$ cat config.mk
export PLATFORM = sky130hd
export DESIGN_NAME = tmr_chan
export DESIGN_NICKNAME = d
export VERILOG_FILES = /design/src/rtl/tmr_pkg.sv /design/src/rtl/tmr_prescale.sv /design/src/rtl/tmr_sync.sv /design/src/rtl/tmr_core.sv /design/src/rtl/tmr_chan.sv
export SDC_FILE = /design/constraint.sdc
export NUM_CORES = 1
export LEC_CHECK = 0
export ABC_AREA = 0
export BUFFER_PORTS_ARGS = -buffer_cell sky130_fd_sc_hd__buf_2
export CAP_MARGIN = 20
export CELL_PAD_IN_SITES_DETAIL_PLACEMENT = 1
export CELL_PAD_IN_SITES_GLOBAL_PLACEMENT = 1
export CORE_ASPECT_RATIO = 0.5
export CORE_MARGIN = 3
export CORE_UTILIZATION = 45
export DETAILED_ROUTE_END_ITERATION = 7
export HOLD_SLACK_MARGIN = 0.03
export PLACE_DENSITY_LB_ADDON = 0.1
export SYNTH_ARGS = -nofsm -noshare
export SYNTH_HDL_FRONTEND = slang
export SYNTH_SLANG_ARGS = --single-unit
$ cat constraint.sdc
create_clock -name clk -period 4.6 [get_ports clk]
set_input_delay 0 -clock clk [delete_from_list [all_inputs] [get_ports clk]]
set_output_delay 0 -clock clk [all_outputs]
set_load 0.01 [all_outputs]
$ cat src/rtl/tmr_pkg.sv
package tmr_pkg;
  localparam int unsigned NUM_INT = 5;
  localparam int unsigned NUM_EXT = 3;
  localparam int unsigned PRE_W   = 10;
  localparam int unsigned SEL_W   = 3;
  localparam int unsigned GATE_W  = 2;

  // prescaler bit giving internal time base i: /2,/8,/32,/128,/1024
  function automatic int unsigned tap_bit(int unsigned i);
    return (i < 4) ? 2 * i : PRE_W - 1;
  endfunction
endpackage

$ cat src/rtl/tmr_prescale.sv
module tmr_prescale
  import tmr_pkg::*;
#(
  parameter int unsigned W = PRE_W,
  parameter int unsigned N = NUM_INT
) (
  input  logic         clk,
  input  logic         rst_n,
  output logic [N-1:0] lvl_o
);
  logic [W-1:0] cnt_q, cnt_d;

  always_comb cnt_d = cnt_q + 1'b1;

  always_ff @(posedge clk or negedge rst_n) begin
    if (!rst_n) cnt_q <= '0;
    else        cnt_q <= cnt_d;
  end

  for (genvar g = 0; g < N; g++) begin : g_tap
    assign lvl_o[g] = cnt_q[tap_bit(g)];
  end
endmodule

$ cat src/rtl/tmr_sync.sv
module tmr_sync #(
  parameter int unsigned W = 3
) (
  input  logic         clk,
  input  logic         rst_n,
  input  logic [W-1:0] async_i,
  output logic [W-1:0] sync_o
);
  for (genvar g = 0; g < W; g++) begin : g_bit
    logic s1_q, s2_q;
    always_ff @(posedge clk or negedge rst_n) begin
      if (!rst_n) begin
        s1_q <= 1'b0;
        s2_q <= 1'b0;
      end else begin
        s1_q <= async_i[g];
        s2_q <= s1_q;
      end
    end
    assign sync_o[g] = s2_q;
  end
endmodule

$ cat src/rtl/tmr_core.sv
module tmr_core
  import tmr_pkg::*;
#(
  parameter int unsigned CNT_W = 16
) (
  input  logic               clk,
  input  logic               rst_n,
  input  logic [NUM_INT-1:0] int_lvl,
  input  logic [NUM_EXT-1:0] ext_lvl,
  input  logic [SEL_W-1:0]   clk_sel,
  input  logic               clk_inv,
  input  logic [GATE_W-1:0]  gate_sel,
  input  logic               run,
  input  logic               trig,
  input  logic               stat_rd,
  output logic [CNT_W-1:0]   count,
  output logic               ovf
);
  logic             sel_lvl, eff_lvl, lvl_prev_q, gate_ok, tick, step, wrap;
  logic [CNT_W-1:0] cnt_q, cnt_d;
  logic             pend_q, pend_d, ovf_q, ovf_d;

  // source and gate multiplexers
  always_comb begin
    sel_lvl = 1'b0;
    for (int i = 0; i < int'(NUM_INT); i++)
      if (clk_sel == SEL_W'(i)) sel_lvl = int_lvl[i];
    for (int j = 0; j < int'(NUM_EXT); j++)
      if (clk_sel == SEL_W'(int'(NUM_INT) + j)) sel_lvl = ext_lvl[j];
    gate_ok = (gate_sel == '0);
    for (int j = 0; j < int'(NUM_EXT); j++)
      if (gate_sel == GATE_W'(j + 1)) gate_ok = ext_lvl[j];
  end

  assign eff_lvl = sel_lvl ^ clk_inv;
  assign tick    = eff_lvl & ~lvl_prev_q;
  assign step    = tick & gate_ok & run;

  // next state
  always_comb begin
    cnt_d  = cnt_q;
    pend_d = pend_q | trig;
    wrap   = 1'b0;
    if (step) begin
      if (pend_q) begin
        cnt_d  = '0;
        pend_d = trig;
      end else begin
        cnt_d = cnt_q + 1'b1;
        wrap  = (cnt_q == '1);
      end
    end
    ovf_d = wrap | (ovf_q & ~stat_rd);
  end

  always_ff @(posedge clk or negedge rst_n) begin
    if (!rst_n) begin
      lvl_prev_q <= 1'b0;
      cnt_q      <= '0;
      pend_q     <= 1'b0;
      ovf_q      <= 1'b0;
    end else begin
      lvl_prev_q <= eff_lvl;
      if (step) cnt_q <= cnt_d;
      pend_q     <= pend_d;
      ovf_q      <= ovf_d;
    end
  end

  assign count = cnt_q;
  assign ovf   = ovf_q;
endmodule

$ cat src/rtl/tmr_chan.sv
module tmr_chan
  import tmr_pkg::*;
#(
  parameter int unsigned CNT_W = 16
) (
  input  logic             clk,
  input  logic             rst_n,
  input  logic [2:0]       xclk_i,
  input  logic [2:0]       clk_sel_i,
  input  logic             clk_inv_i,
  input  logic [1:0]       gate_sel_i,
  input  logic             en_cmd_i,
  input  logic             dis_cmd_i,
  input  logic             sw_trig_i,
  input  logic             hw_trig_i,
  input  logic             stat_rd_i,
  output logic [CNT_W-1:0] count_o,
  output logic             ovf_o,
  output logic             run_o
);
  logic [NUM_INT-1:0] int_lvl;
  logic [NUM_EXT-1:0] ext_lvl;
  logic               run_q, run_d;

  tmr_prescale #(.W(PRE_W), .N(NUM_INT)) u_pre (
    .clk(clk), .rst_n(rst_n), .lvl_o(int_lvl)
  );

  tmr_sync #(.W(NUM_EXT)) u_sync (
    .clk(clk), .rst_n(rst_n), .async_i(xclk_i), .sync_o(ext_lvl)
  );

  always_comb begin
    run_d = run_q;
    if (en_cmd_i)  run_d = 1'b1;
    if (dis_cmd_i) run_d = 1'b0;
  end

  always_ff @(posedge clk or negedge rst_n) begin
    if (!rst_n) run_q <= 1'b0;
    else        run_q <= run_d;
  end

  tmr_core #(.CNT_W(CNT_W)) u_core (
    .clk(clk), .rst_n(rst_n), .int_lvl(int_lvl), .ext_lvl(ext_lvl),
    .clk_sel(clk_sel_i), .clk_inv(clk_inv_i), .gate_sel(gate_sel_i),
    .run(run_q), .trig(sw_trig_i | hw_trig_i), .stat_rd(stat_rd_i),
    .count(count_o), .ovf(ovf_o)
  );

  assign run_o = run_q;
endmodule

==> results.yml <==
pwr:
  leakagePower_nw: 0.984
  power_w: 0.000747
  irDropWorstVdd_mv: 0.159
  pwr_density_cell_nw_per_um2: 348
worst_setup_path:
  reg2reg_slack_ns: 1.78
  cp.arrival_ns: 3.06
  crit_type: "reg2reg"
  cp-start-kind: "flop"
  end_kind: "flop"
  worstPathMaxFanout: 34
  critPathRequiredTime_ns: 4.83
final_layout:
  fillers: 404
  drive_above_1_share: 0.224
  area_growth_pct: 23.6
  n_antenna_cell: 0
  fin_nets: 218
  layout.cells.non_filler: 252
synthesis:
  yosys.cell_types.count: 35
  synthArstFlopShare: 1.00
  synth.avg_cell_area_um2: 11.1
  synth_top_cells_by_count: "36 x dfrtp_1, 13 x nand3_1, 12 x nand2_1"
  ys.flop_type: "dfrtp_1"
  yosysTopAreaCell: "dfrtp_1"
  seq_area_frac_synth: 0.519
  syn_nets: 174
  yosys_warnings: 0
  syn_area_um2: 1740
  synthCells: 156
  synth_area_leaders: "dfrtp_1 52%, nand3_1 3.7%, a211o_1 3.5%"
  yosysMostFrequentCell: "dfrtp_1"
  synth.top_cell.area_share: 0.519
  synth_edf_count: 0
  ys_seq_elements: 36
sta:
  setup_tns_ns: 0
  finalSetupViolations: 0
  drv_slew: 0
  slew_headroom: 0.361
  finalCritPeriodShare: 0.613
  finalWorstSetupSlack_ns: 1.78
  clock-skew-final_ns: 0.00317
  min_period_ns: 2.82
  hold_violations: 0
  rsz0062_at_grt: "no"
  tightest_slew_ns: 0.938
  max_freq_mhz: 354
floorplan:
  rows: 15
  dieWidth_um: 93.9
  die_height_um: 49.9
  start_util: 0.487
  core_um2: 3570
  die_area_um2: 4690
  io_pins: 34
clocking:
  clock_latency_ns: 0.29
  cts_root_buf: "clkbuf_8"
  cts_num_sinks: 36
  htreeDepth: 2
  cts_tree: "built"
  clock_path_buffers: 2
  cts_buffers: 5
  clk_pin_slew_worst_paths_ns: 0.08
routing:
  drtPass1Iterations: 4
  routedWlPerCell_um: 16.8
  finalWirelength_um: 4230
  post_drt_via_cell_ratio: 5.58
  drc: 0
  drt_iter0_drc: 35
  dr_total_vias: 1406
  drtAntennaViolNets: 0
global_routing:
  grt.overflow.total: 0
  grt_max_degree: 37
  grt_use_total: 0.199
  antenna_found_initial: 0
  grt_pass1_vias: 1460
  grt_pass1_wl_um: 7040
place:
  io_buffers: 33
  pre_cts_slack_ns: 2.09
  dp_cells: 234
  gp_congestion: 0.829
  hpwlAfterDp_um: 2690
hold_path:
  hold_path.class: "in2reg"
run:
  max-cap-violations: 0
run_status:
  status: "completed"
-- cell families after synthesis --
kind of cell | after synthesis | share of synthesized area
AND/OR/NAND/NOR | 73 | 0.244
flip-flops | 36 | 0.519
AO/OA/AOI/OAI | 21 | 0.0994
buffers and inverters | 10 | 0.0266
XOR/XNOR | 9 | 0.0454
multiplexers | 5 | 0.0511
adder cells (fa/ha/maj) | 2 | 0.0144
-- cell usage in the layout, fill, tap and decap left out, types with 3 or more instances in the layout --
cell,instances
inv_1,4
nand3_1,13
dlygate4sd3_1,10
nor3b_1,7
nor4_1,6
nor3_1,3
xnor2_1,7
or4_1,4
buf_2,33
nor4b_1,5
clkbuf_8,5
nor2b_1,6
nand2_1,12
a221o_1,4
nor2_1,5
a211o_1,7
nand2b_1,3
and3_1,4
dfrtp_1,36
-- power by group --
part / internal, W / total [W] / switching, W
Clock: 0.000160 / 0.000283 / 0.000122
Combinational: 0.0000455 / 0.0000912 / 0.0000458
Sequential: 0.000340 / 0.000373 / 0.0000334
Total: 0.000545 / 0.000747 / 0.000201
-- metal layers --
metal	GRT usage	share of wire
met1	0.237	0.45
met2	0.337	0.49
met4	0.0839	0.013
met5	0	0
met3	0.0579	0.048
-- flip-flops by register name, indices dropped and copies added, names as in the netlist --
| register | cells |
|---|---|
| run_o | 1 |
| u_core.count | 16 |
| u_core.lvl_prev_q | 1 |
| u_core.ovf | 1 |
| u_core.pend_q | 1 |
| u_pre.cnt_q | 10 |
| u_sync.g_bit.s1_q | 3 |
| u_sync.g_bit.s2_q | 3 |
-- per-stage QoR --
| stage | instance area [µm²] | hold slack, ns | utilization |
|---|---|---|---|
| 6_report | 2150 | 0.0927 | 0.602 |
| 5_1_grt | 2150 | 0.0950 | 0.602 |
| 4_1_cts | 2150 | 0.0960 | 0.602 |
| 3_5_place_dp | 1930 | 0.110 | 0.542 |
| 3_3_place_gp | 1930 | 0.107 | 0.542 |
| 2_1_floorplan | 1740 | -0.296 | - |
-- worst paths after layout --
kind | start | endpoint | cells after the start
min in group asynchronous | rst_n | u_core.lvl_prev_q | 2
max | u_pre.cnt_q[4] | u_core.pend_q | 5
min | clk_sel_i[1] | u_core.lvl_prev_q | 3
max reg2reg | u_pre.cnt_q[4] | u_core.pend_q | 5
min reg2reg | u_sync.g_bit[2].s1_q | u_sync.g_bit[2].s2_q | 0
max in group asynchronous | rst_n | u_core.count[7] | 2
-- layout make-up --
cell class / count / area (µm²) / area share
clock inverter: 3 / 42.5 / 0.0198
multi-input combinational: 110 / 790 / 0.368
clock buffer: 5 / 68.8 / 0.0321
tap: 51 / 63.8 / 0.0297
sequential: 36 / 901 / 0.420
inverter: 4 / 15.0 / 0.00700
timing repair buffer: 43 / 265 / 0.124
-- critical path, cell delays in order, from the launching register on --
cell	delay [ns]
dfrtp_1	0.44
mux4_2	0.47
mux2_2	0.32
mux2i_4	0.76
a211o_1	0.23
dlygate4sd3_1	0.53
-- what timing repair did --
item / in CTS / in global routing
hold endpoints to repair: 43 / 0
hold buffers: 10 / 0
buffers inserted: 0 / 0
resized for setup: 0 / 0
(Power assumes the default switching activity.)
